### config.mk
export PLATFORM = sky130hd
export DESIGN_NAME = uart_bitclk_estimator
export DESIGN_NICKNAME = d
export VERILOG_FILES = /design/src/rtl/bitest_pkg.sv /design/src/rtl/bitest_low_counter.sv /design/src/rtl/bitest_const_div.sv /design/src/rtl/uart_bitclk_estimator.sv
export SDC_FILE = /design/constraint.sdc
export NUM_CORES = 1
export LEC_CHECK = 0
export BUFFER_PORTS_ARGS = -buffer_cell sky130_fd_sc_hd__buf_2
export CORE_ASPECT_RATIO = 1.2
export CORE_MARGIN = 2
export CORE_UTILIZATION = 55
export DETAILED_ROUTE_END_ITERATION = 8
export GPL_ROUTABILITY_DRIVEN = 0
export GPL_TIMING_DRIVEN = 1
export PLACE_DENSITY = 0.85
export REMOVE_ABC_BUFFERS = 1
export SLEW_MARGIN = 20
export SYNTH_ARGS = -nofsm -noshare
export SYNTH_HDL_FRONTEND = slang
export SYNTH_SLANG_ARGS = --single-unit
### constraint.sdc
create_clock -name clk -period 2.83 [get_ports clk]
set_input_delay 0.1415 -clock clk [delete_from_list [all_inputs] [get_ports clk]]
set_output_delay 0.1415 -clock clk [all_outputs]
set_load 0.01 [all_outputs]
### src/rtl/bitest_pkg.sv
package bitest_pkg;
  // Calibration byte 0x00 plus start bit: nine low bit times on the line
  localparam int unsigned CAL_BITS = 9;

  typedef enum logic [1:0] {
    EST_OFF    = 2'd0,
    EST_LOCKED = 2'd1,
    EST_FREE   = 2'd2,
    EST_RSVD   = 2'd3
  } est_mode_e;

  typedef enum logic [1:0] {
    MS_IDLE   = 2'd0,
    MS_COUNT  = 2'd1,
    MS_DIVIDE = 2'd2
  } meas_state_e;
endpackage

### src/rtl/bitest_low_counter.sv
module bitest_low_counter #(
  parameter int unsigned W = 20
) (
  input  logic         clk,
  input  logic         rst_n,
  input  logic         clr_i,
  input  logic         inc_i,
  output logic [W-1:0] count_o,
  output logic         ovf_o
);
  logic [W-1:0] cnt_q, cnt_n;
  logic         ovf_q, ovf_n;

  always_comb begin
    cnt_n = cnt_q;
    ovf_n = ovf_q;
    if (clr_i) begin
      cnt_n = W'(1);
      ovf_n = 1'b0;
    end else if (inc_i) begin
      if (&cnt_q) ovf_n = 1'b1;
      else        cnt_n = cnt_q + W'(1);
    end
  end

  always_ff @(posedge clk or negedge rst_n) begin
    if (!rst_n) begin
      cnt_q <= '0;
      ovf_q <= 1'b0;
    end else if (clr_i || inc_i) begin
      cnt_q <= cnt_n;
      ovf_q <= ovf_n;
    end
  end

  assign count_o = cnt_q;
  assign ovf_o   = ovf_q;
endmodule

### src/rtl/bitest_const_div.sv
module bitest_const_div #(
  parameter int unsigned W       = 20,
  parameter int unsigned DIVISOR = 9
) (
  input  logic         clk,
  input  logic         rst_n,
  input  logic         load_i,
  input  logic [W-1:0] dividend_i,
  output logic [W-1:0] quot_o,
  output logic         done_o
);
  localparam int unsigned REM_W = $clog2(DIVISOR);
  localparam int unsigned K_W   = $clog2(W + 1);
  localparam logic [REM_W:0] DIV_V = (REM_W + 1)'(DIVISOR);

  logic [W-1:0]     dvd_q, dvd_n;
  logic [REM_W-1:0] rem_q, rem_n;
  logic [K_W-1:0]   k_q, k_n;
  logic             busy_q, busy_n, done_q, done_n;
  logic [REM_W:0]   trial;
  logic             fits;

  always_comb begin
    trial  = {rem_q, dvd_q[W-1]};
    fits   = (trial >= DIV_V);
    dvd_n  = dvd_q;
    rem_n  = rem_q;
    k_n    = k_q;
    busy_n = busy_q;
    done_n = 1'b0;
    if (load_i) begin
      dvd_n  = dividend_i;
      rem_n  = '0;
      k_n    = K_W'(W);
      busy_n = 1'b1;
    end else if (busy_q) begin
      // quotient bits shift in from the right as dividend bits leave on the left
      dvd_n = {dvd_q[W-2:0], fits};
      rem_n = fits ? REM_W'(trial - DIV_V) : REM_W'(trial);
      k_n   = k_q - K_W'(1);
      if (k_q == K_W'(1)) begin
        busy_n = 1'b0;
        done_n = 1'b1;
      end
    end
  end

  always_ff @(posedge clk or negedge rst_n) begin
    if (!rst_n) begin
      dvd_q  <= '0;
      rem_q  <= '0;
      k_q    <= '0;
      busy_q <= 1'b0;
      done_q <= 1'b0;
    end else begin
      done_q <= done_n;
      if (load_i || busy_q) begin
        dvd_q  <= dvd_n;
        rem_q  <= rem_n;
        k_q    <= k_n;
        busy_q <= busy_n;
      end
    end
  end

  assign quot_o = dvd_q;
  assign done_o = done_q;
endmodule

### src/rtl/uart_bitclk_estimator.sv
module uart_bitclk_estimator
  import bitest_pkg::*;
#(
  parameter int unsigned CNT_W          = 20,
  parameter int unsigned MIN_BIT_CYCLES = 4
) (
  input  logic             clk,
  input  logic             rst_n,
  input  logic             rx_i,
  input  logic [1:0]       mode_i,
  input  logic             frame_idle_i,
  input  logic [CNT_W-1:0] fixed_div_i,
  output logic [CNT_W-1:0] bit_period_o,
  output logic             period_valid_o,
  output logic             tx_permit_o
);
  localparam logic [CNT_W-1:0] MIN_V = CNT_W'(MIN_BIT_CYCLES);

  logic [1:0]       rst_pipe_q;
  logic             rst_n_s;
  logic             rx_q;
  meas_state_e      state_q, state_n;
  logic             est_valid_q, est_valid_n;
  logic [CNT_W-1:0] est_period_q;
  logic             period_en;
  logic             cnt_clr, cnt_inc, div_load, div_done, ovf;
  logic             est_en, start_w, meas_idle, accept;
  logic [CNT_W-1:0] low_count, quot;
  est_mode_e        mode;

  // reset: asserted at once, released after two clock edges
  always_ff @(posedge clk or negedge rst_n) begin
    if (!rst_n) rst_pipe_q <= 2'b00;
    else        rst_pipe_q <= {rst_pipe_q[0], 1'b1};
  end
  assign rst_n_s = rst_pipe_q[1];

  bitest_low_counter #(.W(CNT_W)) u_cnt (
    .clk     (clk),
    .rst_n   (rst_n_s),
    .clr_i   (cnt_clr),
    .inc_i   (cnt_inc),
    .count_o (low_count),
    .ovf_o   (ovf)
  );

  bitest_const_div #(.W(CNT_W), .DIVISOR(CAL_BITS)) u_div (
    .clk        (clk),
    .rst_n      (rst_n_s),
    .load_i     (div_load),
    .dividend_i (low_count),
    .quot_o     (quot),
    .done_o     (div_done)
  );

  always_comb begin
    mode        = est_mode_e'(mode_i);
    est_en      = (mode == EST_LOCKED) || (mode == EST_FREE);
    meas_idle   = (state_q == MS_IDLE);
    start_w     = est_en && frame_idle_i && rx_q && !rx_i && meas_idle;
    accept      = !ovf && (quot >= MIN_V);
    state_n     = state_q;
    cnt_clr     = 1'b0;
    cnt_inc     = 1'b0;
    div_load    = 1'b0;
    period_en   = 1'b0;
    est_valid_n = est_valid_q;
    case (state_q)
      MS_IDLE: begin
        if (start_w) begin
          state_n     = MS_COUNT;
          cnt_clr     = 1'b1;
          est_valid_n = 1'b0;
        end
      end
      MS_COUNT: begin
        if (rx_i) begin
          state_n  = MS_DIVIDE;
          div_load = 1'b1;
        end else begin
          cnt_inc = 1'b1;
        end
      end
      MS_DIVIDE: begin
        if (div_done) begin
          state_n     = MS_IDLE;
          est_valid_n = accept;
          period_en   = accept;
        end
      end
      default: state_n = MS_IDLE;
    endcase
  end

  always_ff @(posedge clk or negedge rst_n_s) begin
    if (!rst_n_s) begin
      rx_q         <= 1'b1;
      state_q      <= MS_IDLE;
      est_valid_q  <= 1'b0;
      est_period_q <= '0;
    end else begin
      rx_q        <= rx_i;
      state_q     <= state_n;
      est_valid_q <= est_valid_n;
      if (period_en) est_period_q <= quot;
    end
  end

  always_comb begin
    case (mode)
      EST_LOCKED: begin
        bit_period_o   = est_period_q;
        period_valid_o = est_valid_q;
        tx_permit_o    = est_valid_q;
      end
      EST_FREE: begin
        bit_period_o   = est_period_q;
        period_valid_o = est_valid_q;
        tx_permit_o    = 1'b1;
      end
      default: begin
        bit_period_o   = fixed_div_i;
        period_valid_o = 1'b1;
        tx_permit_o    = 1'b1;
      end
    endcase
  end
endmodule

==> results.md <==
- Mapped Avg Cell Area: 10.69 um^2
- DR WL/cell: roughly 16 um
- Hold Fails Final Rpt: 0
- Detailed Routing Iterations Pass 1: 4
- Share of cells above drive strength 1: 0.2308
- Post-synthesis async set-or-reset flop share: 1.000
- Util after Layout: 0.6453
- Ys flop type: dfrtp_1
- Leak pwr: approximately 0.0020 uW
- Crit-path cells: nor4_1 -> nand3_1 -> nor4_1 -> or3_1 -> buf_4 -> mux2_2
- CTS Buf Count: 9
- Kind of critical path: flop to flop
- CP endpoint kind: flop
- WP data required: 3.07 ns
- Die height: 95.99 um
- Top area cells in the synthesized netlist: dfrtp_1 50%, mux2_2 6.1%, mux2_1 5.5%
- IO Count: between 40 and 50
- Antenna cells: 0
- CP max-delay cell: dfrtp_1
- GRT Residual Overflow: 0
- Worst Tran Pin Value: 0.7796 ns
- Final ANT Viol Nets: 0
- Core Footprint: slightly below 7000 um^2
- Top-area cell type share of the netlist area: 0.4968
- TritonCTS clock tree: yes
- Vias in the first global route: roughly 2900
- Yosys reg bits: 78
- First-pass GRT wire length: 13.29 mm
- Iter 0 DRT Violations: 201
- Largest net degree at the start of global routing: 44
- Status: finished clean
- Via density: 5.803
- Number of port buffers: 47
- CTS clk-pin slew, worst paths: about 0.080 ns
- DPL Wire Length: 5.601 mm
- Crit path from: u_div.quot_o[19]$_DFFE_PN0P_
- Post-route worst setup slack: 0.5757 ns
- RSZ-0062 raised after global routing: no
- Clock tree buffer depth: 2
- Worst Setup EP: est_period_q[17]$_DFFE_PN0P_
- Worst r2r dst: est_period_q[17]$_DFFE_PN0P_
- Layout area overhead: 14.03%
- Yosys warning total: 0
- Rel. slew slack: 0.4803
- Die width: a little over 80 um
- Crit path time final: approximately 2.3 ns
- Number of enable flip-flop cells after synthesis: 0
- Fin crit share: 0.7966
- Startpoint Class: flop
- Dominant cell type by area after synthesis: dfrtp_1
- Synth Instances: around 360
- H-Tree Depth: 3
- VDD IR max: 0.4316 mV
- Hold WC Path Type: primary input to asynchronous set/reset pin
- Most used cell, CP: nor4_1
- Setup skew after layout: slightly above 0.008 ns
- Synth unique cells: 50
- Total Routing Usage GR: 0.2248
- Pwr dens: 764.8 nW/um^2
- Via count: between 2000 and 3000
- Pre-CTS setup slack: 0.6585 ns
- Worst skew pair latency: 0.35 ns
- Hold_buf cts: 2
- Clock root buffer: clkbuf_8
- Post-CTS sizing: 0
- Die area: around 7700 um^2
- Initial antenna violation count: 0
- Post-Route WL: roughly 7.9 mm
- Final Net Count: around 440
- Arrival time worst endpoint: 2.50 ns
- Reg2reg start: u_div.quot_o[19]$_DFFE_PN0P_
- Starting Density: 0.5659
- Maxcap violations: 0
- # clock sinks: 78
- Reg-to-reg slack, setup: 0.58 ns
- Seq/Total Area, Yosys: 0.5035
- Synth Cell Area: 3879 um^2
- Max Slew Vio Count: 0
- Setup Viol. Count Final: 0
- Slowest stage delay, CP: roughly 0.51 ns
- Total negative slack: 0 ns
- R2R depth: 6
- Post-CTS setup buffers: 0
- Fmax: approximately 440 MHz
- CP max FO: 18
- Residual DRC: 0
- FP Rows: 33
==> Yosys cell counts (6+ instances only) <==
library cell,number
a21oi_1,13
clkbuf_1,10
dfrtp_1,77
ha_1,6
inv_1,7
mux2_1,19
mux2_2,21
mux2i_1,21
nand2_1,42
nand3_1,7
nand4_1,8
nor2_1,19
nor4_1,6
o21ai_0,34
or3_1,6
==> state kept, by name (all words and copies together), names as in the netlist <==
name and count:
u_div.k_q 5, u_div.busy_q 1, u_cnt.count_o 20, u_div.done_o 1, u_div.rem_q 4, state_q 2, est_valid_q 1, u_div.quot_o 20
rx_q 1, est_period_q 20, rst_pipe_q 2, u_cnt.ovf_o 1
==> cell type report <==
class	instances	area, um^2
inverters	7	26.28
flip-flops and latches	78	1954
clock inverters	4	52.55
well taps	87	108.9
clock buffers	12	155.1
repair buffers	54	305.3
multi-input cells	261	1821
fillers	528	2431
==> per-stage QoR <==
stage	instance area [um^2]	instances	total power, uW	hold slack, ns
after floorplan	3797	346	2233	-0.1541
after global placement	4195	485	2453	-0.07338
after detailed placement	4195	485	2521	-0.07205
after CTS	4423	503	3401	0.07607
after global routing	4423	503	3607	0.09108
final	4423	503	3383	0.09412
==> how the worst min path moves through the flow <==
stage | slack, ns | to | depth (start not counted)
5_1_grt | 0.09 | rst_pipe_q[1]$_DFF_PN0_ | 2
3_5_place_dp | -0.07 | rst_pipe_q[0]$_DFF_PN0_ | 1
6_report | 0.09 | rst_pipe_q[0]$_DFF_PN0_ | 2
3_3_place_gp | -0.07 | rst_pipe_q[0]$_DFF_PN0_ | 1
2_1_floorplan | -0.15 | rst_pipe_q[0]$_DFF_PN0_ | 0
4_1_cts | 0.08 | rst_pipe_q[1]$_DFF_PN0_ | 2
==> cell usage in the layout (no fill, tap or decap), types with 4 or more instances in the layout <==
| cell type | instances |
|---|---|
| a21oi_1 | 13 |
| and3_1 | 5 |
| buf_2 | 47 |
| buf_4 | 4 |
| clkbuf_8 | 11 |
| dfrtp_1 | 76 |
| ha_1 | 6 |
| inv_1 | 7 |
| mux2_1 | 19 |
| mux2_2 | 21 |
| mux2i_1 | 21 |
| nand2_1 | 42 |
| nand3_1 | 7 |
| nand4_1 | 8 |
| nor2_1 | 18 |
| nor3_1 | 4 |
| nor4_1 | 6 |
| o21ai_0 | 34 |
| or3_1 | 6 |
| xnor2_1 | 5 |
==> critical path: cells and delay by family, from the launching register on <==
kind	cells	cell delay [ns]
simple gates	4	0.98
buf+inv	1	0.28
mux	1	0.36
flops	1	0.51
==> per-layer routing <==
| layer | global-route usage | routed length, um | vias to the layer above |
|---|---|---|---|
| met5 | 0 | 0 | - |
| met4 | 0.1088 | 210 | 0 |
| met3 | 0.03846 | 369 | 18 |
| met2 | 0.3826 | 3975 | 75 |
| met1 | 0.2778 | 3310 | 1419 |
| li1 | - | - | 1407 |
==> cells by family after synthesis <==
group	synth area share
xor gates and xnor gates	0.01807
muxes	0.1703
other	0.0009668
DFF	0.5036
and+or+nand+nor	0.1600
AOI/OAI and AO/OA	0.1000
adders and majority gates	0.01935
buffers and inverters	0.02774
==> where the power goes <==
group | internal, uW | switching, uW
registers | 1360 | 294
clock network | 461 | 405
logic | 410 | 450
total | 2230 | 1150
No activity file was read; power rests on OpenSTA's default activity.
